**config.mk**
```make
export PLATFORM = sky130hd
export DESIGN_NAME = flag_ofs_prog
export DESIGN_NICKNAME = d
export VERILOG_FILES = /design/src/rtl/flag_ofs_pkg.sv /design/src/rtl/ofs_rel_decode.sv /design/src/rtl/ofs_prog_seq.sv /design/src/rtl/flag_ofs_prog.sv
export SDC_FILE = /design/constraint.sdc
export NUM_CORES = 1
export LEC_CHECK = 0
export BUFFER_PORTS_ARGS = -buffer_cell sky130_fd_sc_hd__buf_2
export CORE_ASPECT_RATIO = 0.5
export CORE_MARGIN = 1.5
export CORE_UTILIZATION = 45
export CTS_BUF_LIST = sky130_fd_sc_hd__clkbuf_8
export CTS_CLUSTER_DIAMETER = 100
export CTS_CLUSTER_SIZE = 14
export DETAILED_ROUTE_END_ITERATION = 16
export PLACE_DENSITY = 0.76
export SYNTH_ARGS = -nofsm -noshare
export SYNTH_HDL_FRONTEND = slang
export SYNTH_SLANG_ARGS = --single-unit
```
**constraint.sdc**
```tcl
create_clock -name clk -period 1.9 [get_ports clk]
set_input_delay 0.38 -clock clk [delete_from_list [all_inputs] [get_ports clk]]
set_output_delay 0.38 -clock clk [all_outputs]
set_load 0.05 [all_outputs]
```
**src/rtl/flag_ofs_pkg.sv**
```systemverilog
package flag_ofs_pkg;

    typedef enum logic [1:0] {
        SEL_PROG = 2'b00,
        SEL_D8   = 2'b01,
        SEL_D16  = 2'b10,
        SEL_D64  = 2'b11
    } ofs_sel_e;

    localparam int unsigned N_FIFO   = 2;
    localparam int unsigned N_OFS    = 4;
    localparam int unsigned PER_FIFO = N_OFS / N_FIFO;
    localparam int unsigned IDX_W    = $clog2(N_OFS);

    typedef struct packed {
        logic rel;
        logic preset_ld;
        logic arm_req;
    } rel_evt_t;

    function automatic logic [31:0] preset_of(ofs_sel_e s);
        case (s)
            SEL_D64: return 32'd64;
            SEL_D16: return 32'd16;
            SEL_D8:  return 32'd8;
            default: return 32'd0;
        endcase
    endfunction

    function automatic logic [31:0] clamp_to(logic [31:0] v, logic [31:0] lim);
        return (v > lim) ? lim : v;
    endfunction

endpackage

```
**src/rtl/ofs_rel_decode.sv**
```systemverilog
module ofs_rel_decode
    import flag_ofs_pkg::*;
#(
    parameter int unsigned DEPTH = 512,
    localparam int unsigned OFF_W = $clog2(DEPTH)
) (
    input  logic             clk,
    input  logic             rst,
    input  logic             clr,
    input  ofs_sel_e         sel,
    output rel_evt_t         evt,
    output logic [OFF_W-1:0] preset_val
);

    logic        clr_q;
    logic [31:0] lim_v;

    always_ff @(posedge clk) begin
        if (rst) clr_q <= 1'b0;
        else     clr_q <= clr;
    end

    always_comb begin
        evt.rel       = clr_q & ~clr;
        evt.preset_ld = evt.rel & (sel != SEL_PROG);
        evt.arm_req   = evt.rel & (sel == SEL_PROG);
        lim_v         = clamp_to(preset_of(sel), 32'(DEPTH - 1));
        preset_val    = lim_v[OFF_W-1:0];
    end

endmodule

```
**src/rtl/ofs_prog_seq.sv**
```systemverilog
module ofs_prog_seq
    import flag_ofs_pkg::*;
(
    input  logic              clk,
    input  logic              rst,
    input  logic [N_FIFO-1:0] rel,
    input  logic [N_FIFO-1:0] arm_req,
    input  logic              wr_en,
    output logic              wr_ld,
    output logic [IDX_W-1:0]  wr_idx,
    output logic              busy
);

    logic [N_FIFO-1:0] arm_q;
    logic [IDX_W-1:0]  idx_q;
    logic              any_rel;

    always_comb begin
        any_rel = |rel;
        wr_ld   = wr_en & (&arm_q) & ~any_rel;
        wr_idx  = idx_q;
        busy    = |arm_q;
    end

    always_ff @(posedge clk) begin
        if (rst) begin
            arm_q <= '0;
            idx_q <= '0;
        end else if (any_rel) begin
            for (int i = 0; i < N_FIFO; i++)
                if (rel[i]) arm_q[i] <= arm_req[i];
            idx_q <= '0;
        end else if (wr_ld) begin
            if (idx_q == IDX_W'(N_OFS - 1)) begin
                arm_q <= '0;
                idx_q <= '0;
            end else begin
                idx_q <= idx_q + 1'b1;
            end
        end
    end


    arm_rise_chk: assert property (@(posedge clk) disable iff (rst)
        $rose(busy) |-> $past(|arm_req));


    done_chk: assert property (@(posedge clk) disable iff (rst)
        (wr_ld && idx_q == IDX_W'(N_OFS - 1)) |=> !busy);


    idx_chk: assert property (@(posedge clk) disable iff (rst)
        !(&arm_q) |-> (idx_q == '0));

endmodule

```
**src/rtl/flag_ofs_prog.sv**
```systemverilog
module flag_ofs_prog
    import flag_ofs_pkg::*;
#(
    parameter int unsigned DEPTH  = 512,
    parameter int unsigned DATA_W = 36,
    localparam int unsigned OFF_W = $clog2(DEPTH)
) (
    input  logic              clk,
    input  logic              rst,
    input  logic              clr_ab,
    input  logic              clr_ba,
    input  logic [1:0]        sel,
    input  logic              wr_en,
    input  logic [DATA_W-1:0] wr_data,
    output logic [OFF_W-1:0]  ae_b_off,
    output logic [OFF_W-1:0]  af_a_off,
    output logic [OFF_W-1:0]  ae_a_off,
    output logic [OFF_W-1:0]  af_b_off,
    output logic              prog_busy
);

    logic [N_FIFO-1:0] clr_v;
    rel_evt_t          evt [N_FIFO];
    logic [OFF_W-1:0]  pval [N_FIFO];
    logic [N_FIFO-1:0] rel_v, arm_v;
    logic              any_ld;
    logic              wr_ld;
    logic [IDX_W-1:0]  wr_idx;
    logic [OFF_W-1:0]  off_q [N_OFS];

    assign clr_v = {clr_ba, clr_ab};

    for (genvar g = 0; g < N_FIFO; g++) begin : g_dec
        ofs_rel_decode #(.DEPTH(DEPTH)) u_dec (
            .clk        (clk),
            .rst        (rst),
            .clr        (clr_v[g]),
            .sel        (ofs_sel_e'(sel)),
            .evt        (evt[g]),
            .preset_val (pval[g])
        );
    end

    always_comb begin
        any_ld = 1'b0;
        for (int i = 0; i < N_FIFO; i++) begin
            rel_v[i] = evt[i].rel;
            arm_v[i] = evt[i].arm_req;
            any_ld   = any_ld | evt[i].preset_ld;
        end
    end

    ofs_prog_seq u_seq (
        .clk     (clk),
        .rst     (rst),
        .rel     (rel_v),
        .arm_req (arm_v),
        .wr_en   (wr_en),
        .wr_ld   (wr_ld),
        .wr_idx  (wr_idx),
        .busy    (prog_busy)
    );

    always_ff @(posedge clk) begin
        if (rst) begin
            for (int j = 0; j < N_OFS; j++) off_q[j] <= '0;
        end else begin
            for (int j = 0; j < N_OFS; j++) begin
                if (evt[j / PER_FIFO].preset_ld)
                    off_q[j] <= pval[j / PER_FIFO];
                else if (wr_ld && wr_idx == IDX_W'(j))
                    off_q[j] <= wr_data[OFF_W-1:0];
            end
        end
    end

    assign ae_b_off = off_q[0];
    assign af_a_off = off_q[1];
    assign ae_a_off = off_q[2];
    assign af_b_off = off_q[3];


    hold_chk: assert property (@(posedge clk) disable iff (rst)
        (!any_ld && !wr_ld) |=> ($stable(ae_b_off) && $stable(af_a_off)
                                 && $stable(ae_a_off) && $stable(af_b_off)));


    pair_ab_chk: assert property (@(posedge clk) disable iff (rst)
        evt[0].preset_ld |=> (ae_b_off == af_a_off));


    pair_ba_chk: assert property (@(posedge clk) disable iff (rst)
        evt[1].preset_ld |=> (ae_a_off == af_b_off));

endmodule

```
==> out/qor.csv <==
metric,value,unit
multi_input_area,553,sq um
cts_setup_buffers,0,
synth_seq_cells,42,
n_antenna_cell,0,
firstDrtPassIters,4,
totalPowerFinal,1.84,mW
clock_skew,0.00394,ns
num_rows,16,
cap_viol_max_count,0,
wl_met1,1.53,mm
crit_path_cell_trace,inv_1 -> ha_1 -> a221o_1,
viasPerCell,5.12,
status,finished clean,
fin_nets,235,
final_util,57.9,%
timing.fmax,0.611,GHz
synth_edf_count,36,
grt-ovfl-total,0,
slowest_delay,0.53,ns
wl_met3,192,microns
hold_buffers,0,
drtIter0Drc,84,
relSlewSlack,71.1,%
antenna_found_initial,0,
syn_avg_cell_area,13.9,sq um
rsz0062_at_grt,no,
dr.max_layer_used,met4,
post-route-drc-count,0,
cp_slowest_cell,a221o_1,
critPathArrivalTime,1.63,ns
port_buffers,52,
hold_class,in -> reg,
synth_area,1830,sq um
fin_cells,243,
core,3900,sq um
cts_root_buffer,clkbuf_8,
fin_ws,0.264,ns
insertion_delay,0.29,ns
clkTransAtPathRegs,0.08,ns
cp-start-kind,flip-flop,
leakage,1.04,nW
setup_viol,0,
period_share,86.1,%
grtUsageTotal,15.8,%
grt_pass1_vias,1091,
grt_max_degree,37,
fillCellCount,330,
p_per_area,812,nW/um^2
drt-wirelength-per-cell,14.1,microns
ys.flop_type,edfxtp_1,
cp_max_fo,10,
crit_type,reg -> reg,
dieArea,4490,sq um
numCtsBuffers,5,
syn-num-nets,179,
cts_buffer_depth,2,
grt_pass1_wl,5.10,mm
placed_area,2170,sq um
worst_pin_slew,0.433,ns
syn_to_final_growth,23.3,%
gp_congestion,0.846,
cts_sinks,42,
drv_slew,0,
drive_above_1_share,42.9,%
cts_tree,built,
end_kind,flip-flop,
post-place-ws,0.208,ns
pin_count,80,
finalHoldViolations,0,
drt-total-wl,3.42,mm
yosys_warnings,0,
drt.antenna.violating_nets,0,
regArea,1200,sq um
holdWs,0.326,ns
path_buf_inv,1,
wl_met2,1.66,mm
die_w,93.3,microns
stdcell_area,2260,sq um
synth_cell_type_count,28,
cts_max_level,2,
hpwl,2.44,mm
initial_core_util,47.0,%
min_period,1.64,ns
vias,1243,
required,1.89,ns
ys_async_sr_fraction,0,%
cts_resized,0,
dp.cells,235,
vdd_drop_max,0.000284,V
syn_inst,132,
tns,0,ns
die_h,48.1,microns
critPathTopFamily,compound AO/OA/AOI/OAI gates,
seq_area_frac_synth,65.5,%
[layout make-up]
cell class / instances / area share (%)
tap: 54 / 2.99
inverter: 2 / 0.332
clock buffer: 5 / 3.04
sequential: 42 / 53.1
timing repair buffer: 60 / 15.3
clock inverter: 3 / 0.775
multi-input combinational: 77 / 24.5
[sequential cells by signal, indices dropped and copies added, names as in the netlist]
register,cells
g_dec.u_dec.clr_q,2
off_q,36
u_seq.arm_q,2
u_seq.wr_idx,2
[final timing paths]
path | startpoint | endpoint | slack (ns) | cells after the start
worst max-delay path | u_seq.wr_idx[0] | off_q[2][2] | 0.26 | 3
worst min-delay path | clr_ab | g_dec[0].u_dec.clr_q | 0.33 | 2
worst max register to register | u_seq.wr_idx[0] | off_q[2][2] | 0.26 | 3
worst min register to register | u_seq.arm_q[0] | u_seq.arm_q[0] | 0.54 | 2
[routing by layer]
layer	vias up	track usage, %
li1	622	-
met1	578	20.4
met2	38	25.9
met3	5	4.21
met4	0	7.27
met5	-	0
[cell usage in the layout, fill, tap and decap left out, types with 2 or more instances in the layout]
| cell | n |
|---|---|
| buf_4 | 6 |
| or2_2 | 2 |
| nor2b_1 | 4 |
| clkbuf_8 | 5 |
| a31o_2 | 11 |
| and3_1 | 24 |
| dfxtp_1 | 6 |
| nand2b_1 | 3 |
| nand2_1 | 4 |
| o211ai_1 | 2 |
| inv_1 | 3 |
| nor3_1 | 7 |
| edfxtp_1 | 36 |
| a21oi_1 | 2 |
| buf_2 | 52 |
| buf_12 | 2 |
| ha_1 | 4 |
| a221o_1 | 4 |
[synth_stat cells, types with 2 or more instances]
| cell | count | area [sq um] |
|---|---|---|
| or2_2 | 2 | 12.5 |
| dfxtp_1 | 6 | 120 |
| nor2b_1 | 4 | 25.0 |
| nand2_1 | 4 | 15.0 |
| o211ai_1 | 2 | 15.0 |
| a221o_1 | 4 | 40.0 |
| and3_1 | 24 | 150 |
| buf_1 | 4 | 15.0 |
| edfxtp_1 | 36 | 1080 |
| buf_6 | 4 | 45.0 |
| a31o_2 | 11 | 96.3 |
| nand2b_1 | 3 | 18.8 |
| ha_1 | 4 | 50.1 |
| a21oi_1 | 2 | 10.0 |
| clkbuf_1 | 2 | 7.51 |
| inv_1 | 2 | 7.51 |
| nor3_1 | 7 | 35.0 |
[cells by family (layout without fill, tap and decap cells)]
family	after synthesis	after routing	synth area share [%]
simple gates	51	51	17.1
fa+ha+maj	4	4	2.73
flops	42	42	65.5
mux	1	1	0.546
buf+inv	13	70	4.37
compound gates	21	21	9.82
[power breakdown]
group          switching [mW]  internal [mW]
Sequential            0.00877           1.03
Clock                   0.297          0.254
Combinational           0.186         0.0577
Total                   0.491           1.35
(Power assumes the default switching activity.)
